<file path="src/rtl/tmr_cc0_pkg.sv">
package tmr_cc0_pkg;

  typedef enum logic [2:0] {
    M_INTERVAL  = 3'd0,
    M_EVENT     = 3'd1,
    M_TRIGPULSE = 3'd2,
    M_ONESHOT   = 3'd3,
    M_PWM       = 3'd4,
    M_FREERUN   = 3'd5,
    M_PULSEW    = 3'd6,
    M_SPARE     = 3'd7
  } mode_e;

  typedef struct packed {
    logic clr_on_match;
    logic cmp_use;
    logic cap_use;
    logic clr_on_cap;
  } role_t;

  function automatic role_t decode_role(input mode_e m, input logic cap_sel);
    role_t r;
    case (m)
      M_FREERUN: begin
        r.clr_on_match = 1'b0;
        r.cmp_use      = ~cap_sel;
        r.cap_use      = cap_sel;
        r.clr_on_cap   = 1'b0;
      end
      M_PULSEW: begin
        r.clr_on_match = 1'b0;
        r.cmp_use      = 1'b0;
        r.cap_use      = 1'b1;
        r.clr_on_cap   = 1'b1;
      end
      default: begin
        r.clr_on_match = 1'b1;
        r.cmp_use      = 1'b1;
        r.cap_use      = 1'b0;
        r.clr_on_cap   = 1'b0;
      end
    endcase
    return r;
  endfunction

endpackage

</file>
<file path="src/rtl/tmr_cc0_edge.sv">
module tmr_cc0_edge (
  input  logic clk,
  input  logic rst,
  input  logic din,
  input  logic rise_sel,
  output logic edge_o
);
  logic prev;

  always_ff @(posedge clk) begin
    if (rst) prev <= 1'b0;
    else     prev <= din;
  end

  assign edge_o = rise_sel ? (din & ~prev) : (~din & prev);
endmodule

</file>
<file path="src/rtl/tmr_cc0_counter.sv">
module tmr_cc0_counter #(
  parameter int W = 16
) (
  input  logic         clk,
  input  logic         rst,
  input  logic         en,
  input  logic         tick,
  input  logic [W-1:0] cmp_val,
  input  logic         cmp_use,
  input  logic         clr_on_match,
  input  logic         cap_clr,
  output logic [W-1:0] cnt_o,
  output logic         match_o,
  output logic         reload_o
);
  localparam logic [W-1:0] TOP = '1;

  logic [W-1:0] cnt;

  assign match_o  = en & tick & cmp_use & (cnt == cmp_val);
  assign reload_o = en & tick & ((match_o & clr_on_match) | (cnt == TOP));
  assign cnt_o    = cnt;

  always_ff @(posedge clk) begin
    if (rst || !en) begin
      cnt <= '0;
    end else if (cap_clr) begin
      cnt <= '0;
    end else if (tick) begin
      if (match_o && clr_on_match) cnt <= '0;
      else                         cnt <= cnt + 1'b1;
    end
  end
endmodule

</file>
<file path="src/rtl/tmr_cc0_regif.sv">
module tmr_cc0_regif #(
  parameter int W   = 16,
  parameter int AW  = 4,
  parameter int OFS = 6
) (
  input  logic          clk,
  input  logic          rst,
  input  logic          en,
  input  logic          wr,
  input  logic          rd,
  input  logic [AW-1:0] addr,
  input  logic [W-1:0]  wdata,
  input  logic          cap_evt,
  input  logic [W-1:0]  cap_val,
  input  logic          reload,
  output logic [W-1:0]  ccr_o,
  output logic [W-1:0]  buf_o,
  output logic [W-1:0]  rdata_o
);
  localparam logic [AW-1:0] HIT_ADDR = AW'(OFS);

  logic         hit;
  logic [W-1:0] ccr, ccr_nxt, cbuf, rdata;

  assign hit = (addr == HIT_ADDR);

  always_comb begin
    ccr_nxt = ccr;
    if (cap_evt)        ccr_nxt = cap_val;
    else if (wr && hit) ccr_nxt = wdata;
  end

  always_ff @(posedge clk) begin
    if (rst) begin
      ccr   <= '0;
      cbuf  <= '0;
      rdata <= '0;
    end else begin
      ccr <= ccr_nxt;
      if (!en)         cbuf <= ccr_nxt;
      else if (reload) cbuf <= ccr;
      if (rd)          rdata <= hit ? ccr : '0;
    end
  end

  assign ccr_o   = ccr;
  assign buf_o   = cbuf;
  assign rdata_o = rdata;
endmodule

</file>
<file path="src/rtl/tmr_cc0_out.sv">
module tmr_cc0_out (
  input  logic clk,
  input  logic rst,
  input  logic en,
  input  logic out_en,
  input  logic match,
  input  logic cap_evt,
  output logic irq_o,
  output logic tout_o
);
  always_ff @(posedge clk) begin
    if (rst) begin
      irq_o  <= 1'b0;
      tout_o <= 1'b0;
    end else begin
      irq_o <= match | cap_evt;
      if (!en)                  tout_o <= 1'b0;
      else if (match && out_en) tout_o <= ~tout_o;
    end
  end
endmodule

</file>
<file path="src/rtl/tmr_cc0.sv">
module tmr_cc0
  import tmr_cc0_pkg::*;
#(
  parameter int W   = 16,
  parameter int AW  = 4,
  parameter int OFS = 6
) (
  input  logic          clk,
  input  logic          rst,
  input  logic          cnt_en,
  input  logic [2:0]    mode,
  input  logic          cap_sel,
  input  logic          out_en,
  input  logic          tick,
  input  logic          cap_in,
  input  logic          cap_rise,
  input  logic          reg_wr,
  input  logic          reg_rd,
  input  logic [AW-1:0] reg_addr,
  input  logic [W-1:0]  reg_wdata,
  output logic [W-1:0]  reg_rdata,
  output logic [W-1:0]  count,
  output logic          irq_cc,
  output logic          tout
);
  role_t        role;
  logic         cap_edge, cap_evt, match, reload;
  logic [W-1:0] cnt, ccr, cbuf;

  assign role    = decode_role(mode_e'(mode), cap_sel);
  assign cap_evt = cnt_en & role.cap_use & cap_edge;
  assign count   = cnt;

  tmr_cc0_edge u_edge (
    .clk(clk), .rst(rst), .din(cap_in), .rise_sel(cap_rise), .edge_o(cap_edge)
  );

  tmr_cc0_counter #(.W(W)) u_cnt (
    .clk(clk), .rst(rst), .en(cnt_en), .tick(tick), .cmp_val(cbuf),
    .cmp_use(role.cmp_use), .clr_on_match(role.clr_on_match),
    .cap_clr(cap_evt & role.clr_on_cap),
    .cnt_o(cnt), .match_o(match), .reload_o(reload)
  );

  tmr_cc0_regif #(.W(W), .AW(AW), .OFS(OFS)) u_reg (
    .clk(clk), .rst(rst), .en(cnt_en), .wr(reg_wr), .rd(reg_rd),
    .addr(reg_addr), .wdata(reg_wdata), .cap_evt(cap_evt), .cap_val(cnt),
    .reload(reload), .ccr_o(ccr), .buf_o(cbuf), .rdata_o(reg_rdata)
  );

  tmr_cc0_out u_out (
    .clk(clk), .rst(rst), .en(cnt_en), .out_en(out_en), .match(match),
    .cap_evt(cap_evt), .irq_o(irq_cc), .tout_o(tout)
  );
endmodule

</file>
<file path="config.mk">
export PLATFORM = sky130hd
export DESIGN_NAME = tmr_cc0
export DESIGN_NICKNAME = d
export VERILOG_FILES = /design/src/rtl/tmr_cc0_pkg.sv /design/src/rtl/tmr_cc0_edge.sv /design/src/rtl/tmr_cc0_counter.sv /design/src/rtl/tmr_cc0_regif.sv /design/src/rtl/tmr_cc0_out.sv /design/src/rtl/tmr_cc0.sv
export SDC_FILE = /design/constraint.sdc
export NUM_CORES = 1
export LEC_CHECK = 0
export ABC_AREA = 1
export BUFFER_PORTS_ARGS = -buffer_cell sky130_fd_sc_hd__clkbuf_2
export CORE_MARGIN = 2
export CORE_UTILIZATION = 51
export CTS_CLUSTER_DIAMETER = 30
export DETAILED_ROUTE_END_ITERATION = 12
export PLACE_DENSITY = 0.74
export SLEW_MARGIN = 20
export SYNTH_ARGS = -nofsm -noshare
export SYNTH_HDL_FRONTEND = slang
export SYNTH_SLANG_ARGS = --single-unit
</file>
<file path="constraint.sdc">
create_clock -name clk -period 2.3 [get_ports clk]
set_input_delay 0.345 -clock clk [delete_from_list [all_inputs] [get_ports clk]]
set_output_delay 0.345 -clock clk [all_outputs]
set_load 0.005 [all_outputs]
</file>
==> out/metrics.cfg, run 1 <==
[cells_and_area]
final_nets = 689
finalCoreUtilization_pct = 60.9
areaGrowthSynthToFinish_pct = 16.3
regArea_sq_um = 1340
nFillCells = 708
layout-drive-gt1-share_pct = 21.2
mostFrequentLayoutCells = nand2_1, nor2_1, dfxtp_1, clkbuf_2, inv_1
multi_input_area_sq_um = 2070
diodes = 0
layout_commonest_cell = nand2_1

[yosys]
avgSynthCellArea_sq_um = 6.39
syn_area_sq_um = 3780
synth_warnings = 0
syn-num-nets = 625
synth_edf_count = 0
ys.flop_type = dfxtp_1
seq_area_frac_synth_pct = 35.5
synth_top_area_cell = dfxtp_1
ys_types = 30
syn_inst = 591
synth_area_leaders = dfxtp_1, nand2_1, nor2_1, nand3_1, inv_1
synthArstFlopShare_pct = 0
netlist.area_leader.share_pct = 35.5
synth_seq_cells = 67

[setup_path]
cp_data_required_time_ns = 2.54
arrival_ns = 2.23
cp-end-kind = flop
timing.reg2reg.worst_path_depth = 10
worstReg2RegEnd = u_reg.buf_o[10]
worst-r2r-setup-slack_ns = 0.31
r2r_start = u_cnt.cnt_o[0]
cp-start-kind = flop
critPathKind = reg -> reg
crit_fanout = 17

[sta]
fin_crit_sh_pct = 86.5
worst_slew_pin_slew_ns = 0.622
finalClockSkew_ns = 0.0104
max_freq_mhz = 503
rsz0062_at_grt = false
timing.hold.ws_ns = 0.219
drv_slew = 0
finalSetupTns_ns = 0
final-hold-violation-count = 0
min_period_ns = 1.99
finalSetupViolations = 0
slew_headroom_pct = 58.5

[clocking]
clk_pin_slew_ns = 0.07
clock_path_buffers = 2
ctsResizeCount = 0
post_cts_buffers = 0
cts_tree = done
clkSinkCount = 67
cts_max_level = 3
root_buffer = clkbuf_8
clk_latency_ns = 0.35
postCtsHoldBufs = 0
cts_buffers = 9

[grt]
grt_pass1_wl_mm = 17.0
grt_antenna_before_repair = 0
grt_max_degree = 34
first_global_vias = 3740
grt_use_total_pct = 25.9
overflow = 0

[drt]
detail_route.wl_per_cell_um = 13.7
ant_nets = 0
wl_met1_mm = 4.47
dr.pass1.iters = 5
wirelength_mm = 10.4
route.vias.total = 3890
first_iter_violations = 258
met3WireLength_um = 590
wl_met2_mm = 5.13
drc_errors = 0
top_layer_used = met4
via_per_inst = 5.13

[power]
vdd_drop_max_uv = 352
p_leak_uw = 0.00212
powerDensity_nw_per_um2 = 575

[floorplan]
coreArea_sq_um = 7210
pin_count = 67
rows = 31
die_w_um = 90.1
die_area_sq_um = 8110
start_util_pct = 52.4
die_h_um = 90.1

[worst_hold_path]
hold_start = rst
whs_path_depth = 2
hold_path.class = in -> reg
min_to = u_edge.prev

[placed_design]
gp_congestion = 0.900
dp_hpwl_mm = 7.86
io_buffers = 66

[run]
cap_viol_max_count = 0

[status]
status = finished clean

[flip-flops by register name (all words and copies together) (netlist names)]
name,count
u_edge.prev,1
u_cnt.cnt_o,16
u_out.tout_o,1
u_reg.buf_o,16
u_reg.rdata_o,16
u_reg.ccr_o,16
u_out.irq_o,1
[where the power goes]
group	internal (uW)	leakage, uW	switching [uW]
Sequential	1210	0.000547	29.9
Combinational	142	0.00149	236
Clock	447	0.0000884	464
[cells in the mapped netlist (2+ instances only)]
cell,n
xor2_1,6
nand3_2,14
nor3b_1,2
nand2_2,4
buf_2,7
nor2_1,71
nand3_1,46
inv_2,11
nand4_1,8
nor2_2,4
o21ai_0,37
a31oi_1,2
nor3_1,9
dfxtp_1,67
clkbuf_1,11
inv_1,52
o21ai_1,2
a21oi_1,26
a21oi_2,11
nand2_1,187
buf_4,3
buf_6,3
[worst max-delay path by stage]
stage	startpoint	to	slack [ns]
after global placement	u_cnt.cnt_o[0]	u_reg.buf_o[0]	0.18
after floorplan	u_cnt.cnt_o[0]	u_reg.buf_o[10]	0.66
after global routing	u_cnt.cnt_o[0]	u_reg.buf_o[8]	0.16
after detailed placement	u_cnt.cnt_o[0]	u_reg.buf_o[0]	0.12
final	u_cnt.cnt_o[0]	u_reg.buf_o[10]	0.31
after CTS	u_cnt.cnt_o[0]	u_reg.buf_o[0]	0.10
[cells by family (layout without fill, tap and decap cells)]
logic type / Yosys count / count (layout) / share of synthesized area (%)
AO/OA/AOI/OAI: 81 / 81 / 12.1
AND/OR/NAND/NOR: 348 / 348 / 40.8
buffers and inverters: 88 / 157 / 9.87
XOR/XNOR: 6 / 6 / 1.39
flip-flops: 67 / 67 / 35.5
adder cells (fa/ha/maj): 1 / 1 / 0.331
[layer usage]
metal,GRT usage [%],up-vias
met5,0,-
li1,-,2001
met3,5.11,15
met2,44.2,119
met4,8.85,0
met1,32.7,1755
[layout make-up]
class | instances | share of cell area (%)
Multi-Input combinational cell | 436 | 47.1
Timing Repair Buffer | 78 | 10.0
Tap cell | 99 | 2.82
Inverter | 63 | 5.38
Sequential cell | 67 | 30.5
Clock buffer | 12 | 3.53
Clock inverter | 4 | 0.570
[through the flow]
step / setup WS [ns] / total power, uW / cells / cell area [sq um]
2_1_floorplan: 0.660 / 1520 / 591 / 3780
3_3_place_gp: 0.180 / 1620 / 742 / 4190
3_5_place_dp: 0.119 / 1630 / 742 / 4190
4_1_cts: 0.104 / 2540 / 758 / 4370
5_1_grt: 0.160 / 2650 / 759 / 4390
6_report: 0.310 / 2530 / 759 / 4390
[critical path, stage by stage (launching register included)]
cell and delay, ns:
dfxtp_1 0.37, ha_1 0.25, nand3_1 0.09, nor2_1 0.06
nand4_1 0.11, nor2_2 0.08, a21oi_4 0.52, buf_16 0.23
nand3_2 0.07, nand2_1 0.07, nor2_1 0.04
(Power assumes the default switching activity.)
==> run 2, diff against run 1 <==
Settings changed: CORE_UTILIZATION 51 to 30, PLACE_DENSITY 0.74 to unset, TNS_END_PERCENT set to 30.
==> out/metrics.cfg, run 2 (same netlist as run 1, synthesis figures left out) <==
[status]
status = finished clean

[worst_hold_path]
whs_path_depth = 3  ; +1
hold_path.class = in -> reg
hold_start = cap_in
min_to = u_edge.prev

[sta]
finalClockSkew_ns = 0.00429  ; -0.00613 ns
worst_slew_pin_slew_ns = 0.493  ; -0.129 ns
drv_slew = 0  ; unchanged
max_freq_mhz = 499  ; -0.76%
min_period_ns = 2.01  ; +0.0153 ns
finalSetupTns_ns = 0  ; unchanged
finalSetupViolations = 0  ; unchanged
rsz0062_at_grt = false
fin_crit_sh_pct = 87.2  ; +0.66 points
final-hold-violation-count = 0  ; unchanged
timing.final.ws_setup_ns = 0.295  ; -0.0153 ns
slew_headroom_pct = 67.1  ; +8.6 points

[cells_and_area]
mostFrequentLayoutCells = nand2_1, nor2_1, dfxtp_1, clkbuf_2, inv_1
diodes = 0  ; unchanged
areaGrowthSynthToFinish_pct = 21.4
layout_commonest_cell = nand2_1
final_nets = 686  ; -0.44%
finalNonFillerCells = 825  ; +8.7%
nFillCells = 1333  ; +88%
layout-drive-gt1-share_pct = 20.9  ; -0.36 points

[clocking]
clkSinkCount = 67  ; unchanged
post_cts_buffers = 0  ; unchanged
postCtsHoldBufs = 0  ; unchanged
clk_pin_slew_ns = 0.05  ; -0.02 ns
cts_tree = done
cts_buffers = 9  ; unchanged
clk_latency_ns = 0.33  ; -0.02 ns
ctsResizeCount = 0  ; unchanged
root_buffer = clkbuf_16
cts_max_level = 3  ; unchanged
clock_path_buffers = 2  ; unchanged

[setup_path]
crit_start = u_cnt.cnt_o[0]
timing.reg2reg.worst_path_depth = 9  ; -1
worstReg2RegEnd = u_reg.buf_o[0]
cp_data_required_time_ns = 2.52  ; -0.02 ns
r2r_start = u_cnt.cnt_o[0]
crit_fanout = 23  ; +6
arrival_ns = 2.22  ; about the same
cp-end-kind = flop
critPathKind = reg -> reg
cp-start-kind = flop
worst-r2r-setup-slack_ns = 0.29  ; -0.02 ns

[floorplan]
die_w_um = 116  ; +29%
die_area_sq_um = 13500  ; +67%
start_util_pct = 31.1  ; -21 points
die_h_um = 116  ; +29%
pin_count = 67  ; unchanged
coreArea_sq_um = 12200  ; +69%
rows = 40  ; +29%

[grt]
grt_max_degree = 33  ; -2.9%
grt_antenna_before_repair = 0  ; unchanged
grt_pass1_wl_mm = 17.5  ; +2.6%
grt_use_total_pct = 16.2  ; -9.7 points
overflow = 0  ; unchanged
first_global_vias = 3686  ; -1.4%

[drt]
dr.pass1.iters = 4  ; -1
ant_nets = 0  ; unchanged
via_per_inst = 4.74  ; -7.5%
drc_errors = 0  ; unchanged
first_iter_violations = 213  ; -17%
wirelength_mm = 10.7  ; +3.2%
detail_route.wl_per_cell_um = 13.0  ; -5.0%
route.vias.total = 3911  ; +0.54%

[placed_design]
dp_hpwl_mm = 8.32  ; +5.9%
dp_cells = 808  ; +8.9%
gp_congestion = 0.891  ; -0.99%
pre_cts_ws_ns = 0.0468  ; -0.0721 ns
io_buffers = 66  ; unchanged

[power]
p_leak_uw = 0.00218  ; +2.5%
vdd_drop_max_uv = 315  ; -10%
powerDensity_nw_per_um2 = 666  ; +16%

[run]
cap_viol_max_count = 0  ; unchanged

==> run 2: changes by cell type in the layout (fill, tap and decap cells not counted), sizes merged <==
cell / previous run / this run
clkinvlp: 2 / 0
bufinv: 0 / 2
clkbuf: 78 / 76
clkinv: 2 / 4
buf: 12 / 9
==> run 2: through the flow <==
stage	hold slack, ns	power [uW]	instance area [sq um]	utilization [%]
3_5_place_dp	0.474	1630	4250	34.9
6_report	0.263	3060	4590	37.7
3_3_place_gp	0.475	1620	4250	34.9
5_1_grt	0.286	3200	4590	37.7
2_1_floorplan	0.452	1520	3780	-
4_1_cts	0.266	3080	4560	37.5
==> run 2: area by class of cell <==
type / count / area [sq um] / area share, %
well taps: 168 / 210 / 4.58
multi-input cells: 436 / 2070 / 45.2
flip-flops and latches: 67 / 1340 / 29.2
clock inverters: 6 / 80.1 / 1.75
inverters: 63 / 236 / 5.16
repair buffers: 75 / 418 / 9.11
clock buffers: 10 / 229 / 4.99
==> run 2: critical path, stage by stage, from the launching register on <==
cell     delay (ns)
dfxtp_1        0.45
ha_1           0.22
nand3_1        0.08
nor2_1         0.17
nand4_1        0.16
nor2_2         0.20
a21oi_4        0.17
buf_16         0.21
a21oi_1        0.14
nor2_1         0.06
==> run 2: how the worst max path moves through the flow <==
stage / to / slack, ns
floorplan: u_reg.buf_o[10] / 0.66
global placement: u_reg.buf_o[0] / 0.14
detailed placement: u_reg.buf_o[1] / 0.05
CTS: u_reg.buf_o[1] / 0.03
global route: u_reg.buf_o[4] / 0.09
finish: u_reg.buf_o[0] / 0.29
==> run 2: layer usage <==
layer  up-vias  routed length (um)  track usage, %
li1       2005                   -               -
met1      1794                4720            19.5
met2        93                5320            28.6
met3        19                 448            2.70
met4         0                 211            6.43
met5         -                   0               0
==> run 2: where the power goes <==
group	internal (uW)	leakage (uW)	switching [uW]
registers	1210	0.000547	28.5
clock network	941	0.000156	507
logic	140	0.00147	229
==> run 3, diff against run 2 <==
Settings changed: CTS_BUF_LIST set to sky130_fd_sc_hd__clkbuf_2.
==> out/metrics.cfg, run 3 (same netlist as run 1, synthesis figures left out) <==
[placed_design]
dp_hpwl_mm = 8.32  ; unchanged
io_buffers = 66  ; unchanged
gp_congestion = 0.891  ; unchanged

[floorplan]
start_util_pct = 31.1  ; unchanged
die_h_um = 116  ; unchanged
coreArea_sq_um = 12200  ; unchanged
pin_count = 67  ; unchanged
die_area_sq_um = 13500  ; unchanged
rows = 40  ; unchanged
die_w_um = 116  ; unchanged

[drt]
wirelength_mm = 10.9  ; +1.9%
dr.pass1.iters = 5  ; +1
drc_errors = 0  ; unchanged
route.vias.total = 3926  ; +0.38%
ant_nets = 0  ; unchanged
first_iter_violations = 248  ; +16%
detail_route.wl_per_cell_um = 13.2  ; +1.9%
via_per_inst = 4.76  ; +0.38%

[setup_path]
cp-start-kind = flop
arrival_ns = 2.51  ; +0.29 ns
cpMaxStageDelayCell = dfxtp_1
cp_num_buf_inv = 2  ; +1
worstPathCellList = inv_2 -> nand2_2 -> nand2_1 -> nor2_1 -> nand2_1 -> nor2_2 -> nand4_4 -> buf_4 -> a21oi_2 -> nor2_1
critPathKind = reg -> reg
cp-end-kind = flop
cp_data_required_time_ns = 2.75  ; +0.23 ns
crit_family = simple AND/OR/NAND/NOR gates
slowest_delay_ns = 0.62  ; +0.17 ns
crit_fanout = 32  ; +39%

[sta]
finalSetupViolations = 0  ; unchanged
min_period_ns = 2.06  ; +0.0543 ns
rsz0062_at_grt = false
worst_slew_pin_slew_ns = 0.666  ; +0.173 ns
finalClockSkew_ns = 0.0181  ; +0.0138 ns
slew_headroom_pct = 55.5  ; -12 points
finalSetupTns_ns = 0  ; unchanged
final-hold-violation-count = 0  ; unchanged
max_freq_mhz = 486  ; -2.6%
drv_slew = 0  ; unchanged
fin_crit_sh_pct = 89.5  ; +2.4 points

[clocking]
clkSinkCount = 67  ; unchanged
root_buffer = clkbuf_2
cts_buffers = 9  ; unchanged
clock_path_buffers = 2  ; unchanged
cts_max_level = 3  ; unchanged
clk_latency_ns = 0.53  ; +0.20 ns
clk_pin_slew_ns = 0.19  ; +0.14 ns
cts_tree = done

[grt]
grt_max_degree = 33  ; unchanged
overflow = 0  ; unchanged
grt_antenna_before_repair = 0  ; unchanged
grt_use_total_pct = 16.2  ; +0.036 points
grt_pass1_wl_mm = 17.3  ; -0.79%
first_global_vias = 3632  ; -1.5%

[power]
p_leak_uw = 0.00210  ; -3.7%
powerDensity_nw_per_um2 = 550  ; -17%
vdd_drop_max_uv = 188  ; -40%
total_power_uw = 2420  ; -21%

[worst_hold_path]
hold_path.class = in -> reg

[cells_and_area]
regArea_sq_um = 1340  ; unchanged
multi_input_area_sq_um = 2090  ; +0.79%
final_nets = 686  ; unchanged
diodes = 0  ; unchanged
layout_commonest_cell = nand2_1
nFillCells = 1358  ; +1.9%
areaGrowthSynthToFinish_pct = 16.4
mostFrequentLayoutCells = nand2_1, clkbuf_2, nor2_1, dfxtp_1, inv_1
layout-drive-gt1-share_pct = 21.0  ; +0.15 points

[run]
cap_viol_max_count = 0  ; unchanged

[status]
status = finished clean

-- run 3: changes by cell type in the layout (fill, tap and decap cells not counted), sizes merged --
cell and delta:
a21oi +1, buf -1
-- run 3: per-layer routing --
layer,global-route usage [%],part of all wire [%],vias to the layer above
met5,0,0,-
met3,4.26,3.9,17
met4,5.48,2.2,0
li1,-,-,2006
met1,19.5,44,1818
met2,28.1,50,85
-- run 3: worst reg2reg max path, cell delays in order, from the launching register on --
cell and delay [ns]:
dfxtp_1 0.62, inv_2 0.13, nand2_2 0.09, nand2_1 0.05, nor2_1 0.14, nand2_1 0.08
nor2_2 0.16, nand4_4 0.12, buf_4 0.29, a21oi_2 0.23, nor2_1 0.06
-- run 3: where the power goes --
group          switching [uW]  total, uW  internal (uW)
Sequential               28.4       1240           1210
Combinational             229        365            136
Clock                     458        815            357
Total                     715       2420           1700
-- run 3: layout make-up --
| class | instances | share of cell area [%] |
|---|---|---|
| clock buffer | 10 | 1.14 |
| clock inverter | 6 | 1.82 |
| tap | 168 | 4.78 |
| sequential | 67 | 30.5 |
| inverter | 63 | 5.38 |
| multi-input combinational | 437 | 47.5 |
| timing repair buffer | 74 | 8.88 |
-- run 3: what timing repair did --
action	CTS	global route
resized for setup	0	1
setup buffers	0	0
hold endpoints to repair	0	0
hold buffers	0	0
endpoints found under the setup margin	0	16
-- run 3: path summary, 6_finish.rpt --
check | start | to | slack (ns) | cells past startpoint
setup / recovery | u_cnt.cnt_o[8] | u_reg.buf_o[13] | 0.24 | 10
hold / removal | cap_in | u_edge.prev | 0.05 | 3
hold reg to reg | u_reg.ccr_o[4] | u_reg.rdata_o[4] | 0.49 | 2
setup reg to reg | u_cnt.cnt_o[8] | u_reg.buf_o[13] | 0.24 | 10
-- run 3: stage by stage --
stage	setup slack, ns	utilization, %	hold WS, ns	area, sq um	instances
2_1_floorplan	0.660	-	0.452	3780	591
3_3_place_gp	0.138	34.9	0.475	4250	808
3_5_place_dp	0.0468	34.9	0.474	4250	808
4_1_cts	0.00352	36.0	0.0265	4380	824
5_1_grt	0.108	36.1	0.0229	4400	825
6_report	0.240	36.1	0.0462	4400	825
